===== src/rtl/card_clk_pkg.sv =====
package card_clk_pkg;
    localparam int unsigned RATE_W   = 8;
    localparam int unsigned REG_W    = 32;
    localparam int unsigned BIT_RUN  = RATE_W;
    localparam int unsigned BIT_QUAD = RATE_W + 1;
    localparam int unsigned HALF_W   = RATE_W + 1;

    typedef enum logic [1:0] {
        ST_OFF  = 2'd0,
        ST_LOW  = 2'd1,
        ST_HIGH = 2'd2
    } phase_e;

    typedef struct packed {
        logic              quad;
        logic              run;
        logic [RATE_W-1:0] rate;
    } ctrl_t;
endpackage


===== src/rtl/card_clk_regs.sv =====
module card_clk_regs
    import card_clk_pkg::*;
#(
    parameter int unsigned ADDR_W    = 4,
    parameter int unsigned CTRL_ADDR = 0
) (
    input  logic              clk,
    input  logic              rst_n,
    input  logic [ADDR_W-1:0] addr,
    input  logic              we,
    input  logic [REG_W-1:0]  wdata,
    output ctrl_t             ctrl,
    output logic [REG_W-1:0]  rdata
);
    localparam logic [ADDR_W-1:0] SEL = ADDR_W'(CTRL_ADDR);

    logic             hit;
    logic [REG_W-1:0] view;

    assign hit = (addr == SEL);

    always_comb begin
        view              = '0;
        view[RATE_W-1:0]  = ctrl.rate;
        view[BIT_RUN]     = ctrl.run;
        view[BIT_QUAD]    = ctrl.quad;
    end

    always_ff @(posedge clk) begin
        if (!rst_n) begin
            ctrl.rate <= '1;
            ctrl.run  <= 1'b0;
            ctrl.quad <= 1'b0;
            rdata     <= '0;
        end else begin
            if (we && hit) begin
                ctrl.rate <= wdata[RATE_W-1:0];
                ctrl.run  <= wdata[BIT_RUN];
                ctrl.quad <= wdata[BIT_QUAD];
            end
            rdata <= hit ? view : '0;
        end
    end
endmodule


===== src/rtl/card_clk_half.sv =====
module card_clk_half
    import card_clk_pkg::*;
(
    input  logic [RATE_W-1:0] rate,
    input  logic              quad,
    output logic [HALF_W-1:0] half_m1
);
    // half - 1: rate for the /2 family, 2*rate+1 for the /4 family
    assign half_m1 = quad ? {rate, 1'b1} : {1'b0, rate};
endmodule


===== src/rtl/card_clk_div.sv =====
module card_clk_div
    import card_clk_pkg::*;
(
    input  logic              clk,
    input  logic              rst_n,
    input  logic              run,
    input  logic [HALF_W-1:0] half_m1,
    output logic              clk_o
);
    phase_e            state_q, state_d;
    logic [HALF_W-1:0] cnt_q, cnt_d;
    logic [HALF_W-1:0] hold_q, hold_d;
    logic              expired;

    assign expired = (cnt_q == '0);

    always_comb begin
        state_d = state_q;
        cnt_d   = expired ? cnt_q : cnt_q - 1'b1;
        hold_d  = hold_q;
        unique case (state_q)
            ST_OFF: begin
                if (run) begin
                    state_d = ST_LOW;
                    cnt_d   = half_m1;
                    hold_d  = half_m1;
                end
            end
            ST_LOW: begin
                if (!run) begin
                    state_d = ST_OFF;
                    cnt_d   = '0;
                end else if (expired) begin
                    state_d = ST_HIGH;
                    cnt_d   = hold_q;
                end
            end
            ST_HIGH: begin
                if (expired) begin
                    if (run) begin
                        state_d = ST_LOW;
                        cnt_d   = half_m1;
                        hold_d  = half_m1;
                    end else begin
                        state_d = ST_OFF;
                    end
                end
            end
            default: begin
                state_d = ST_OFF;
                cnt_d   = '0;
            end
        endcase
    end

    always_ff @(posedge clk) begin
        if (!rst_n) begin
            state_q <= ST_OFF;
            cnt_q   <= '0;
            hold_q  <= '0;
        end else begin
            state_q <= state_d;
            cnt_q   <= cnt_d;
            hold_q  <= hold_d;
        end
    end

    always_comb begin
        clk_o = (state_q == ST_HIGH);
    end
endmodule


===== src/rtl/card_clk_gen.sv =====
module card_clk_gen
    import card_clk_pkg::*;
#(
    parameter int unsigned ADDR_W    = 4,
    parameter int unsigned CTRL_ADDR = 0
) (
    input  logic              clk,
    input  logic              rst_n,
    input  logic [ADDR_W-1:0] reg_addr,
    input  logic              reg_we,
    input  logic [31:0]       reg_wdata,
    output logic [31:0]       reg_rdata,
    output logic              card_clk
);
    ctrl_t             ctrl_q;
    logic [HALF_W-1:0] half_m1;

    card_clk_regs #(.ADDR_W(ADDR_W), .CTRL_ADDR(CTRL_ADDR)) i_regs (
        .clk   (clk),
        .rst_n (rst_n),
        .addr  (reg_addr),
        .we    (reg_we),
        .wdata (reg_wdata),
        .ctrl  (ctrl_q),
        .rdata (reg_rdata)
    );

    card_clk_half i_half (
        .rate    (ctrl_q.rate),
        .quad    (ctrl_q.quad),
        .half_m1 (half_m1)
    );

    card_clk_div i_div (
        .clk     (clk),
        .rst_n   (rst_n),
        .run     (ctrl_q.run),
        .half_m1 (half_m1),
        .clk_o   (card_clk)
    );
endmodule



===== config.mk =====
export PLATFORM = sky130hd
export DESIGN_NAME = card_clk_gen
export DESIGN_NICKNAME = d
export VERILOG_FILES = /design/src/rtl/card_clk_pkg.sv /design/src/rtl/card_clk_regs.sv /design/src/rtl/card_clk_half.sv /design/src/rtl/card_clk_div.sv /design/src/rtl/card_clk_gen.sv
export SDC_FILE = /design/constraint.sdc
export NUM_CORES = 1
export LEC_CHECK = 0
export BUFFER_PORTS_ARGS = -buffer_cell sky130_fd_sc_hd__buf_4
export CAP_MARGIN = 20
export CORE_MARGIN = 2
export CORE_UTILIZATION = 55
export CTS_CLUSTER_SIZE = 25
export DETAILED_ROUTE_END_ITERATION = 6
export PLACE_DENSITY = 0.95
export SYNTH_ARGS = -nofsm -noshare
export SYNTH_HDL_FRONTEND = slang
export SYNTH_SLANG_ARGS = --single-unit
export TNS_END_PERCENT = 20

===== constraint.sdc =====
create_clock -name clk -period 3.65 [get_ports clk]
set_input_delay 0.5475 -clock clk [delete_from_list [all_inputs] [get_ports clk]]
set_output_delay 0.5475 -clock clk [all_outputs]
set_load 0.02 [all_outputs]

# ---- After elaboration in Yosys (flattened, before gate mapping)
# Index checks and enable logic that the tools add are counted.
dict set report op_classes {
  add_sub_neg 1
  n_eq_ne 5
  mux 16
  n_reduce_logical 8
}
# cell n
set op_table {}
lappend op_table {{$mux W9} 8}
lappend op_table {{$pmux W9 S3} 1}
lappend op_table {{$pmux W9 S2} 1}
lappend op_table {{$logic_not A9 Y1} 1}
lappend op_table {{$sub A9 B1 Y9 const B} 1}
lappend op_table {{$mux W2} 4}
lappend op_table {{$pmux W2 S3} 1}
lappend op_table {{$logic_not A4 Y1} 1}
lappend op_table {{$reduce_and A2 Y1} 2}
lappend op_table {{$ne A3 B2 Y1 const B} 1}
lappend op_table {{$reduce_and A3 Y1} 1}
lappend op_table {{$eq A2 B1 Y1 const B} 1}
lappend op_table {{$eq A2 B2 Y1 const B} 1}
lappend op_table {{$logic_not A2 Y1} 1}
lappend op_table {{$ne A2 B1 Y1 const B} 1}
lappend op_table {{$ne A2 B2 Y1 const B} 1}
lappend op_table {{$reduce_bool A2 Y1} 1}
lappend op_table {{$logic_and A1 B1 Y1} 1}
lappend op_table {{$mux W1} 1}
dict set report word_totals {
  register_bits 62
  in_bits 39
  elab_cells 38
}

# ---- Longest topological paths before layout
dict set report logic_depth {
  ltp_word 5
  ltp_mapped 7
  ltp_nobuf 6
}

# ---- By module
# Synthesis repeated with hierarchy kept, for this count alone.
dict set report hier_totals {
  cells_unflattened 269
  hier_area_um2 2358.5
}
# mod instances cells_each area_each_um2 seq_area_each_um2
set modules_own_cells {}
lappend modules_own_cells {card_clk_div 1 169 1376.3 400.4}
lappend modules_own_cells {card_clk_regs 1 90 852.1 400.4}
lappend modules_own_cells {card_clk_half 1 10 130.1 0.0}

# ---- Worst setup path after synthesis
# No wires, ideal clock.
dict set report synth_path {
  path_kind {register to register}
  start {register i_div.cnt_q[0]}
  end {register i_div.cnt_q[3]}
  setup_time_ns 0.116
  t_arrival_ns 1.769
  required_time_ns 3.534
  slack_ns 1.765
  path_stages_with_launch 8
  n_path_buf 1
  synth_period_minus_slack_ns 1.885
  path_cell_list {dfxtp_1 -> inv_1 -> ha_1 -> or4b_4 -> buf_6 -> a211oi_1 -> o22ai_1 -> a41o_1}
}
dict set report synth_via {
  elab_chain_cells 5
}
# element line
set synth_lines {}
lappend synth_lines {{from (decl)} card_clk_div.sv:11} ;# logic [HALF_W-1:0] cnt_q, cnt_d;
lappend synth_lines {{from (signal assigned)} card_clk_div.sv:63} ;# cnt_q <= cnt_d;
lappend synth_lines {{$sub A9 B1 Y9 / $logic_not A9 Y1 (equally long branches)} {card_clk_div.sv:19, card_clk_div.sv:15}}
lappend synth_lines {{$mux W9} card_clk_div.sv:19} ;# cnt_d = expired ? cnt_q : cnt_q - 1'b1;
lappend synth_lines {{$mux W9 (on tied branches)} {card_clk_div.sv:23, card_clk_div.sv:40, card_clk_div.sv:33}}
lappend synth_lines {{$mux W9 (on tied branches)} {card_clk_div.sv:39, card_clk_div.sv:30}}
lappend synth_lines {{$pmux W9 S3 (*)} card_clk_div.sv:21} ;# unique case (state_q)
# Mark *: on every way between the ends. The rest lies on a longest branch, timed or not.
# A chain may end at the register's enable or synchronous reset.

# ---- Final worst setup path
dict set report layout_path {
  start {register i_div.cnt_q[0]}
  end {register i_div.hold_q[4]}
}
dict set report layout_via {
  elab_chain_cells 3
}
# element line
set layout_lines {}
lappend layout_lines {{$logic_not A9 Y1} card_clk_div.sv:15} ;# assign expired = (cnt_q == '0);
lappend layout_lines {{$ne A2 B1 Y1 (no source line)} n/a}
lappend layout_lines {{$reduce_and A2 Y1 (no source line)} n/a}
lappend layout_lines {{to (signal assigned)} card_clk_div.sv:64} ;# hold_q <= hold_d;
lappend layout_lines {{to (decl)} card_clk_div.sv:12} ;# logic [HALF_W-1:0] hold_q, hold_d;
# Every way passes these cells.

==> impl_metrics.tcl <==
set metrics [dict create \
    firstDrtPassIters 6 \
    clk_pin_slew_ns 0.09 \
    cts-buffers-inserted 5 \
    critical_path_required_ns 3.87 \
    grt-ovfl-total 0 \
    drive_gt1_share_pct 16.90 \
    timing.final.max_slew_violations 0 \
    fin_area_sq_um 2487 \
    met3_usage_pct 7.792 \
    worst_slew_pin_slew_ns 0.9093 \
    reg2reg_slack_ns 1.32 \
    routedWlPerCell_microns 16.86 \
    area_growth_pct 8.693 \
    synthTopCellsByArea "dfxtp_1 35%, buf_4 7.2%, nand2_1 6.9%" \
    first_global_vias 1886 \
    yosys.area.top_type "dfxtp_1" \
    die-area_sq_um 4693 \
    period_minus_slack_ns 2.334 \
    critPathMaxFanout 13 \
    ant_nets 0 \
    start_util_pct 57.21 \
    place.gp.congestion 0.9021 \
    p_leak_nw 1.125 \
    clock_latency_ns 0.31 \
    rsz0062_at_grt "no" \
    ios 72 \
    rows 23 \
    hold_viol 0 \
    totalPowerFinal_w 0.001621 \
    synth_cells 272 \
    drc_errors 0 \
    hold_buffers 0 \
    start_kind "register" \
    met2_usage_pct 42.67 \
    drv_cap 0 \
    via_per_inst 6.229 \
    grt_use_total_pct 26.56 \
    setup_viol 0 \
    ff2ff_path_depth 6 \
    synth_top_cell_area_share_pct 34.99 \
    dpl.hpwl_microns 3746 \
    ys_warn_count 0 \
    startpoint "i_div.cnt_q[0]$_SDFF_PN0_" \
    grt_busiest_layer "met2" \
    seq_area_frac_synth_pct 34.99 \
    grt_pass1_wl_microns 9094 \
    coreArea_sq_um 4000 \
    cts_buffer_depth 2 \
    hold_class "in -> reg" \
    clockRootBuffer "clkbuf_8" \
    yosysUniqueCellTypes 58 \
    hold-path-cell-count 3 \
    drt_iter0_markers 300 \
    path_class "reg -> reg" \
    wirelength_microns 5731 \
    num_antenna_cells 0 \
    io_buffers 27 \
    fp.dieH_microns 68.51 \
    synth_edf_count 0 \
    cp.arrival_ns 2.56 \
    fmax_mhz 428.4 \
    avgSynthCellArea_sq_um 8.413 \
    ys_seq_elements 40 \
    r2r-start "i_div.cnt_q[0]$_SDFF_PN0_" \
    tns_ns 0 \
    use_met1_pct 32.73 \
    die_x_microns 68.51 \
    power_per_cell_area_nw_per_um2 651.9 \
    worst_hold_slack_ns 0.4432 \
    fillCellCount 318 \
    cts_sinks 40 \
    cts_tree "built" \
    cts_resized 0 \
    vdd_drop_max_mv 0.3888 \
    nNetsFinal 329 \
    hold_start "reg_wdata[1]" \
    synthArstFlopShare_pct 0 \
    finalCritPeriodShare_pct 63.95 \
    htree_levels 2 \
    vias 2118 \
    synth_flop_cell "dfxtp_1" \
    cts_setup_buffers 0 \
    dpl_cell_area_sq_um 2371 \
    status "completed" \
    synth_area_sq_um 2288 \
    slew_headroom_pct 38.87 \
    skew_ns 0.009254 \
    antenna_found_initial 0 \
    grt_max_degree 41 \
    setup.worst_path.end_class "register" \
]
-- cell usage after synthesis (2+ instances only) --
library cell / number
mux2_2: 4
and3_1: 10
a21boi_1: 2
nand3b_1: 3
inv_1: 11
o221ai_1: 2
mux2i_1: 13
o32ai_1: 2
nand2b_1: 4
o31ai_1: 6
nand2_1: 42
buf_2: 2
o21ai_0: 8
a31oi_1: 3
dfxtp_1: 40
a211oi_1: 3
clkbuf_1: 10
a21oi_1: 13
nor3_1: 5
nor4_1: 2
buf_6: 5
o211a_1: 2
o22ai_1: 3
o2111a_1: 2
and2_1: 3
nand3_1: 11
buf_4: 22
nor2_1: 9
-- metrics by stage --
step	instances	utilization, %	setup slack, ns
final	340	62.18	1.316
after global routing	340	62.18	1.232
after CTS	340	62.18	1.352
after detailed placement	332	59.27	1.400
after global placement	332	59.27	1.508
after floorplan	293	-	1.765
-- logic make-up (layout without fill, tap and decap cells) --
kind of cell / after synthesis / in the layout / share of synthesized area, %
buffers and inverters: 50 / 47 / 13.56
DFF: 40 / 40 / 34.99
other: 1 / 22 / 0.1639
AOI/OAI and AO/OA: 61 / 61 / 19.41
adders and majority gates: 1 / 1 / 0.5467
and+or+nand+nor: 101 / 101 / 23.29
muxes: 17 / 17 / 7.654
xor gates and xnor gates: 1 / 1 / 0.3828
-- placed cells by master (no fill, tap or decap), types with 2 or more instances in the layout --
master and n:
nand2_1 42, dfxtp_1 40, buf_4 28, conb_1 22, mux2i_1 13, a21oi_1 13
inv_1 11, nand3_1 11, and3_1 10, nor2_1 9, o21ai_0 8, o31ai_1 6
nor3_1 5, clkbuf_8 5, nand2b_1 4, mux2_2 4, and2_1 3, nand3b_1 3
a31oi_1 3, o22ai_1 3, a211oi_1 3, nor4_1 2, a21boi_1 2, o221ai_1 2
o211a_1 2, o32ai_1 2, o2111a_1 2, clkinv_4 2
-- critical path, cell delays in order, from the launching register on --
cell,delay [ns]
dfxtp_1,0.36
inv_1,0.13
ha_1,0.28
or4b_4,0.62
o21ai_4,0.26
nand3_2,0.29
mux2i_1,0.30
-- registers in the layout, indices dropped and copies added, names as in the netlist --
register and cells:
i_div.cnt_q 9, i_div.hold_q 9, i_div.state_q 2, i_regs.rdata 10
i_regs.ctrl 10
-- layout make-up --
cell class	instances	area (sq um)	area share, %
tap	50	62.56	2.515
timing repair buffer	28	210.2	8.451
clock buffer	5	68.82	2.767
multi-input combinational	203	1256	50.50
sequential	40	800.8	32.19
inverter	11	41.29	1.660
clock inverter	3	47.55	1.911
-- where the power goes --
| part | total, W | switching [W] | internal [W] |
|---|---|---|---|
| registers | 0.000557 | 0.0000756 | 0.000481 |
| logic | 0.000685 | 0.000422 | 0.000263 |
| clock network | 0.000379 | 0.000173 | 0.000206 |
| total | 0.00162 | 0.000671 | 0.000951 |
-- metal layers --
metal	vias to the layer above	part of all wire [%]
li1	964	-
met3	23	10
met4	0	3.2
met2	151	48
met5	-	0
met1	980	38
-- final timing paths --
path,endpoint
worst min-delay path,i_regs.ctrl[1]$_SDFFE_PN1P_
worst max register to register,i_div.hold_q[4]$_SDFFE_PN0P_
worst max-delay path,i_div.hold_q[4]$_SDFFE_PN0P_
worst min register to register,i_div.hold_q[5]$_SDFFE_PN0P_
Note: power is estimated with default switching activity, not from simulation.
